<file path="config.mk">
export PLATFORM = sky130hd
export DESIGN_NAME = axi_burst_auditor
export DESIGN_NICKNAME = d
export VERILOG_FILES = /design/src/rtl/axi_burst_audit_pkg.sv /design/src/rtl/axi_addr_rules.sv /design/src/rtl/burst_len_fifo.sv /design/src/rtl/beat_tracker.sv /design/src/rtl/rule_flags.sv /design/src/rtl/axi_burst_auditor.sv
export SDC_FILE = /design/constraint.sdc
export NUM_CORES = 1
export LEC_CHECK = 0
export ABC_AREA = 1
export BUFFER_PORTS_ARGS = -buffer_cell sky130_fd_sc_hd__buf_2
export CAP_MARGIN = 5
export CELL_PAD_IN_SITES_DETAIL_PLACEMENT = 1
export CELL_PAD_IN_SITES_GLOBAL_PLACEMENT = 2
export CORE_UTILIZATION = 28
export DETAILED_ROUTE_END_ITERATION = 6
export PLACE_DENSITY = 0.73
export SLEW_MARGIN = 20
export SYNTH_ARGS = -nofsm -noshare
export SYNTH_HDL_FRONTEND = slang
export SYNTH_SLANG_ARGS = --single-unit
</file>
<file path="constraint.sdc">
create_clock -name clk -period 4.05 [get_ports clk]
set_input_delay 0.405 -clock clk [delete_from_list [all_inputs] [get_ports clk]]
set_output_delay 0.405 -clock clk [all_outputs]
set_load 0.05 [all_outputs]
</file>
<file path="src/rtl/axi_burst_audit_pkg.sv">
package axi_burst_audit_pkg;

  typedef enum logic [1:0] {
    BT_FIXED = 2'b00,
    BT_INCR  = 2'b01,
    BT_WRAP  = 2'b10,
    BT_RSVD  = 2'b11
  } burst_kind_e;

  localparam int N_RULES      = 10;
  localparam int N_ADDR_RULES = 6;

  localparam int RB_TYPE      = 0;
  localparam int RB_LEN_HI    = 1;
  localparam int RB_LEN_LONG  = 2;
  localparam int RB_WRAP_LEN  = 3;
  localparam int RB_WRAP_ALGN = 4;
  localparam int RB_PAGE      = 5;
  localparam int RB_EARLY     = 6;
  localparam int RB_NO_LAST   = 7;
  localparam int RB_ORPHAN    = 8;
  localparam int RB_OVERFLOW  = 9;

endpackage

</file>
<file path="src/rtl/axi_addr_rules.sv">
module axi_addr_rules
  import axi_burst_audit_pkg::*;
#(
  parameter int ADDR_W = 32
) (
  input  logic                    axi4_mode,
  input  logic [ADDR_W-1:0]       addr,
  input  logic [7:0]              len,
  input  logic [2:0]              size,
  input  logic [1:0]              burst,
  output logic [7:0]              beats_m1,
  output logic [N_ADDR_RULES-1:0] viol
);

  localparam int SUM_W  = ADDR_W + 1;
  localparam int SPAN_W = 17;

  burst_kind_e             kind;
  logic [SPAN_W-1:0]       span;
  logic [SUM_W-1:0]        last_byte;
  logic [ADDR_W-1:0]       size_mask;
  logic                    crosses_page;
  logic                    misaligned;
  logic                    wrap_len_ok;

  always_comb begin
    kind         = burst_kind_e'(burst);
    beats_m1     = axi4_mode ? len : {4'b0000, len[3:0]};
    span         = ({9'b0, beats_m1} + SPAN_W'(1)) << size;
    last_byte    = {1'b0, addr} + SUM_W'(span) - SUM_W'(1);
    crosses_page = last_byte[SUM_W-1:12] != {1'b0, addr[ADDR_W-1:12]};
    size_mask    = (ADDR_W'(1) << size) - ADDR_W'(1);
    misaligned   = |(addr & size_mask);
    wrap_len_ok  = (beats_m1 == 8'd1) || (beats_m1 == 8'd3) ||
                   (beats_m1 == 8'd7) || (beats_m1 == 8'd15);

    viol               = '0;
    viol[RB_TYPE]      = (kind == BT_RSVD);
    viol[RB_LEN_HI]    = !axi4_mode && (len[7:4] != 4'd0);
    viol[RB_LEN_LONG]  = axi4_mode && (len[7:4] != 4'd0) &&
                         ((kind == BT_FIXED) || (kind == BT_WRAP));
    viol[RB_WRAP_LEN]  = (kind == BT_WRAP) && !wrap_len_ok;
    viol[RB_WRAP_ALGN] = (kind == BT_WRAP) && misaligned;
    viol[RB_PAGE]      = (kind == BT_INCR) && crosses_page;
  end

endmodule

</file>
<file path="src/rtl/burst_len_fifo.sv">
module burst_len_fifo #(
  parameter int DEPTH = 8,
  parameter int W     = 8
) (
  input  logic         clk,
  input  logic         rst,
  input  logic         push,
  input  logic         pop,
  input  logic [W-1:0] wdata,
  output logic [W-1:0] rdata,
  output logic         empty,
  output logic         full
);

  localparam int PW = (DEPTH > 1) ? $clog2(DEPTH) : 1;
  localparam int CW = PW + 1;

  logic [W-1:0]  mem [DEPTH];
  logic [PW-1:0] wr_ptr;
  logic [PW-1:0] rd_ptr;
  logic [CW-1:0] fill;

  assign empty = (fill == '0);
  assign full  = (fill == CW'(DEPTH));
  assign rdata = mem[rd_ptr];

  always_ff @(posedge clk) begin
    if (push) mem[wr_ptr] <= wdata;
  end

  always_ff @(posedge clk) begin
    if (rst) begin
      wr_ptr <= '0;
      rd_ptr <= '0;
      fill   <= '0;
    end else begin
      if (push) wr_ptr <= (wr_ptr == PW'(DEPTH - 1)) ? '0 : wr_ptr + PW'(1);
      if (pop)  rd_ptr <= (rd_ptr == PW'(DEPTH - 1)) ? '0 : rd_ptr + PW'(1);
      case ({push, pop})
        2'b10:   fill <= fill + CW'(1);
        2'b01:   fill <= fill - CW'(1);
        default: fill <= fill;
      endcase
    end
  end

endmodule

</file>
<file path="src/rtl/beat_tracker.sv">
module beat_tracker (
  input  logic       clk,
  input  logic       rst,
  input  logic       beat,
  input  logic       beat_last,
  input  logic       head_valid,
  input  logic [7:0] head_m1,
  output logic       close,
  output logic       early_last,
  output logic       missing_last,
  output logic       orphan
);

  logic [7:0] done_cnt;
  logic       at_final;
  logic       owned;

  always_comb begin
    owned        = beat && head_valid;
    at_final     = (done_cnt == head_m1);
    close        = owned && (at_final || beat_last);
    early_last   = owned && beat_last && !at_final;
    missing_last = owned && at_final && !beat_last;
    orphan       = beat && !head_valid;
  end

  always_ff @(posedge clk) begin
    if (rst) done_cnt <= '0;
    else if (owned) done_cnt <= close ? 8'd0 : done_cnt + 8'd1;
  end

endmodule

</file>
<file path="src/rtl/rule_flags.sv">
module rule_flags #(
  parameter int N = 10
) (
  input  logic         clk,
  input  logic         rst,
  input  logic         clr,
  input  logic [N-1:0] hit,
  output logic [N-1:0] pulse,
  output logic [N-1:0] sticky
);

  for (genvar i = 0; i < N; i++) begin : g_flag
    always_ff @(posedge clk) begin
      if (rst) begin
        pulse[i]  <= 1'b0;
        sticky[i] <= 1'b0;
      end else begin
        pulse[i]  <= hit[i];
        sticky[i] <= (sticky[i] && !clr) || hit[i];
      end
    end
  end

endmodule

</file>
<file path="src/rtl/axi_burst_auditor.sv">
module axi_burst_auditor
  import axi_burst_audit_pkg::*;
#(
  parameter int ADDR_W = 32,
  parameter int DEPTH  = 8
) (
  input  logic              clk,
  input  logic              rst,
  input  logic              clr_sticky,
  input  logic              axi4_mode,
  input  logic              a_valid,
  input  logic              a_ready,
  input  logic [ADDR_W-1:0] a_addr,
  input  logic [7:0]        a_len,
  input  logic [2:0]        a_size,
  input  logic [1:0]        a_burst,
  input  logic              d_valid,
  input  logic              d_ready,
  input  logic              d_last,
  output logic [9:0]        err_pulse,
  output logic [9:0]        err_sticky
);

  logic                    a_fire;
  logic                    d_fire;
  logic [7:0]              new_m1;
  logic [N_ADDR_RULES-1:0] addr_viol;
  logic [7:0]              head_m1;
  logic                    q_empty;
  logic                    q_full;
  logic                    head_valid;
  logic [7:0]              cur_m1;
  logic                    close;
  logic                    early_last;
  logic                    missing_last;
  logic                    orphan;
  logic                    q_pop;
  logic                    q_push;
  logic                    overflow;
  logic [N_RULES-1:0]      hit;

  assign a_fire = a_valid && a_ready;
  assign d_fire = d_valid && d_ready;

  axi_addr_rules #(.ADDR_W(ADDR_W)) u_rules (
    .axi4_mode (axi4_mode),
    .addr      (a_addr),
    .len       (a_len),
    .size      (a_size),
    .burst     (a_burst),
    .beats_m1  (new_m1),
    .viol      (addr_viol)
  );

  // An empty queue lets a same-cycle address pair directly with the beat.
  assign head_valid = !q_empty || a_fire;
  assign cur_m1     = q_empty ? new_m1 : head_m1;

  beat_tracker u_track (
    .clk          (clk),
    .rst          (rst),
    .beat         (d_fire),
    .beat_last    (d_last),
    .head_valid   (head_valid),
    .head_m1      (cur_m1),
    .close        (close),
    .early_last   (early_last),
    .missing_last (missing_last),
    .orphan       (orphan)
  );

  assign q_pop    = close && !q_empty;
  assign overflow = a_fire && q_full && !q_pop;
  assign q_push   = a_fire && !overflow && !(q_empty && close);

  burst_len_fifo #(.DEPTH(DEPTH), .W(8)) u_queue (
    .clk   (clk),
    .rst   (rst),
    .push  (q_push),
    .pop   (q_pop),
    .wdata (new_m1),
    .rdata (head_m1),
    .empty (q_empty),
    .full  (q_full)
  );

  always_comb begin
    hit                          = '0;
    hit[N_ADDR_RULES-1:0]        = a_fire ? addr_viol : '0;
    hit[RB_EARLY]                = early_last;
    hit[RB_NO_LAST]              = missing_last;
    hit[RB_ORPHAN]               = orphan;
    hit[RB_OVERFLOW]             = overflow;
  end

  rule_flags #(.N(N_RULES)) u_flags (
    .clk    (clk),
    .rst    (rst),
    .clr    (clr_sticky),
    .hit    (hit),
    .pulse  (err_pulse),
    .sticky (err_sticky)
  );

endmodule

</file>
==> impl_metrics.yaml <==
floorplanning:
  core_area_um2: 27100
  die_w_um: 169
  initial_core_util: 0.287
  die_y_um: 169
  num_rows: 60
  die_area_um2: 28500
  ios: 74
pwr:
  switchingPower_w: 0.00108
  comb_power_share: 0.331
  pwr-share-clk: 0.288
  power.density_nw_per_um2: 316
  p_int_w: 0.00196
  sw_frac_of_total: 0.355
  p_leak_nw: 4.65
  pwr-share-seq: 0.381
  ir_drop_mv: 0.188
routing:
  wirelength_um: 24800
  route.detailed.drc: 0
  vias: 7536
  dr.pass1.iters: 4
  via_per_inst: 4.59
  ant_nets: 0
  routedWlPerCell_um: 15.1
  drtIter0Drc: 359
synth:
  synth_edf_count: 64
  ys_seq_area_frac: 0.352
  synth.avg_cell_area_um2: 6.93
  synthesis.nets: 1236
  ys_ff_latch: 105
  ys.flop_type: "edfxtp_1"
  synthArstFlopShare: 0
  post-synth-top-area-cell: "edfxtp_1"
  yosysWarningCount: 0
  yosysMostFrequentCell: "nand2_1"
  synth_top_cell_area_share: 0.247
  syn-instance-count: 1125
  netlist_top_cells_count: "nand2_1, inv_1, nor2_1, nand3_1, edfxtp_1"
  synth_cell_types: 43
  syn-cell-area_um2: 7790
  synth_area_leaders: "edfxtp_1, nand2_1, dfxtp_1"
cts:
  cts_buffers: 9
  clock-sinks: 105
  root_buffer: "clkbuf_16"
  path_clk_slew_ns: 0.08
  clock_latency_ns: 0.35
  cts_tree: "yes"
  h-tree-depth: 3
  cts_buffer_depth: 2
global_route:
  grt_pass1_wl_um: 39800
  grt.overflow.total: 0
  antenna_found_initial: 0
  grt_start_max_net_pins: 35
  grt_pass1_vias: 7816
  track_usage: 0.180
min_path:
  holdCritPathClass: "input port to flip-flop"
timing:
  finalHoldViolCount: 0
  whs_ns: 0.283
  drv_slew: 0
  clock.fmax_mhz: 268
  clock_skew_ns: 0.0158
  setup_violations: 0
  fin_crit_sh: 0.920
  worst_slack_ns: 0.324
  tightest_slew_ns: 0.780
  min_period_ns: 3.73
  maxSlewHeadroom: 0.478
finish:
  nets: 1376
  diodes: 0
  area_growth_pct: 23.5
  drive_above_1_share: 0.187
  final_cells: 1642
  num-fill-cells: 3396
placed_design:
  dp.cells: 1614
  gp_congestion: 0.820
  pre_cts_slack_ns: -0.351
  dp_hpwl_um: 20000
  port-buffer-count: 73
run:
  drv_cap: 0
setup_path:
  cp_data_required_time_ns: 4.30
  crit_arrival_ns: 3.98
  critical_path_class: "input port to flip-flop"
  path_max_fanout: 11
  crit_path_max_incr_delay_ns: 0.37
  crit_top_cell: "nand2_1"
  slowest_stage: "ha_2"
  crit_path_end_kind: "flip-flop"
  cp-start-kind: "input port"
outcome:
  status: "finished clean"
## layer usage
| metal | routed length, um | track usage |
|---|---|---|
| met5 | 0 | 0 |
| met1 | 11300 | 0.223 |
| met4 | 592 | 0.0613 |
| met2 | 12300 | 0.325 |
| met3 | 639 | 0.0161 |
## state kept, by name, summed over array words and instances (netlist names), named ones only
signal and count:
u_queue.rd_ptr 3, u_queue.mem 64, u_flags.sticky 10, u_queue.wr_ptr 3, u_queue.fill 4, u_flags.pulse 10
u_track.done_cnt 8
## metrics by stage
stage / total power [W] / setup TNS, ns / instance area (um^2) / util
global placement: 0.00213 / -0.538 / 8980 / 0.331
CTS: 0.00302 / 0 / 9290 / 0.343
detailed placement: 0.00214 / -0.688 / 8980 / 0.331
global route: 0.00325 / -0.0341 / 9620 / 0.355
floorplan: 0.00179 / 0 / 7790 / -
finish: 0.00304 / 0 / 9620 / 0.355
## power by group through the flow
| stage | Clock (W) | Sequential, W | Combinational [W] |
|---|---|---|---|
| after floorplan | 0 | 0.00120 | 0.000589 |
| after global placement | 0 | 0.00119 | 0.000940 |
| after detailed placement | 0 | 0.00119 | 0.000954 |
| after CTS | 0.000902 | 0.00116 | 0.000959 |
| after global routing | 0.000939 | 0.00116 | 0.00114 |
| final | 0.000876 | 0.00116 | 0.00101 |
## final cells by class
type	instances	area, um^2	area share
clock buffer	9	225	0.0234
inverter	190	729	0.0758
clock inverter	7	80.1	0.00832
sequential	105	2740	0.285
timing repair buffer	148	971	0.101
multi-input combinational	811	4410	0.458
tap	372	465	0.0484
## worst max-delay path: cells and delay by family
family                   cells  cell delay (ns)
AO/OA/AOI/OAI                1             0.13
adder cells (fa/ha/maj)      2             0.66
buffers and inverters        7             0.69
multiplexers                 1             0.10
AND/OR/NAND/NOR             20             1.97
## kinds of logic (layout without fill, tap and decap cells)
group / Yosys count / in the layout / share of synthesized area
and+or+nand+nor: 583 / 583 / 0.316
buffers and inverters: 209 / 354 / 0.108
AOI/OAI and AO/OA: 141 / 141 / 0.0975
DFF: 105 / 105 / 0.352
adders and majority gates: 57 / 57 / 0.0925
xor gates and xnor gates: 29 / 29 / 0.0326
muxes: 1 / 1 / 0.00128
## placed cells by master (no fill, tap or decap), types with 7 or more instances in the layout
cell type | synthesis | layout
o21ai_1 | 24 | 39
a21oi_2 | 0 | 8
nand3_1 | 79 | 74
buf_4 | 1 | 71
nand4_1 | 12 | 12
inv_2 | 5 | 7
ha_1 | 56 | 51
nand3_2 | 2 | 7
nor3_1 | 18 | 17
edfxtp_1 | 64 | 64
a21oi_1 | 48 | 40
buf_2 | 5 | 72
nand2_1 | 297 | 286
nand3b_1 | 8 | 8
inv_1 | 183 | 180
nor2_1 | 150 | 136
dfxtp_1 | 41 | 41
clkbuf_16 | 0 | 9
xor2_1 | 23 | 22
nand2_2 | 1 | 12
o21ai_0 | 48 | 33
nor2_2 | 2 | 15
## what timing repair did
action | CTS | global route
resized for setup | 0 | 75
endpoints found under the hold margin | 0 | 0
hold buffers | 0 | 0
buffers inserted | 0 | 12
setup endpoints to repair | 0 | 3
## path summary, 6_finish.rpt
check	startpoint	to	slack, ns	cells past startpoint
max reg2reg	flip-flop	u_queue.fill[3]$_SDFFE_PP0P_	0.44	24
min	d_last	u_flags.pulse[7]$_SDFF_PP0_	0.28	2
max	a_len[1]	u_flags.sticky[5]$_SDFF_PP0_	0.32	31
min reg2reg	u_flags.sticky[7]$_SDFF_PP0_	u_flags.sticky[7]$_SDFF_PP0_	0.45	1
Note: power is estimated with default switching activity, not from simulation.
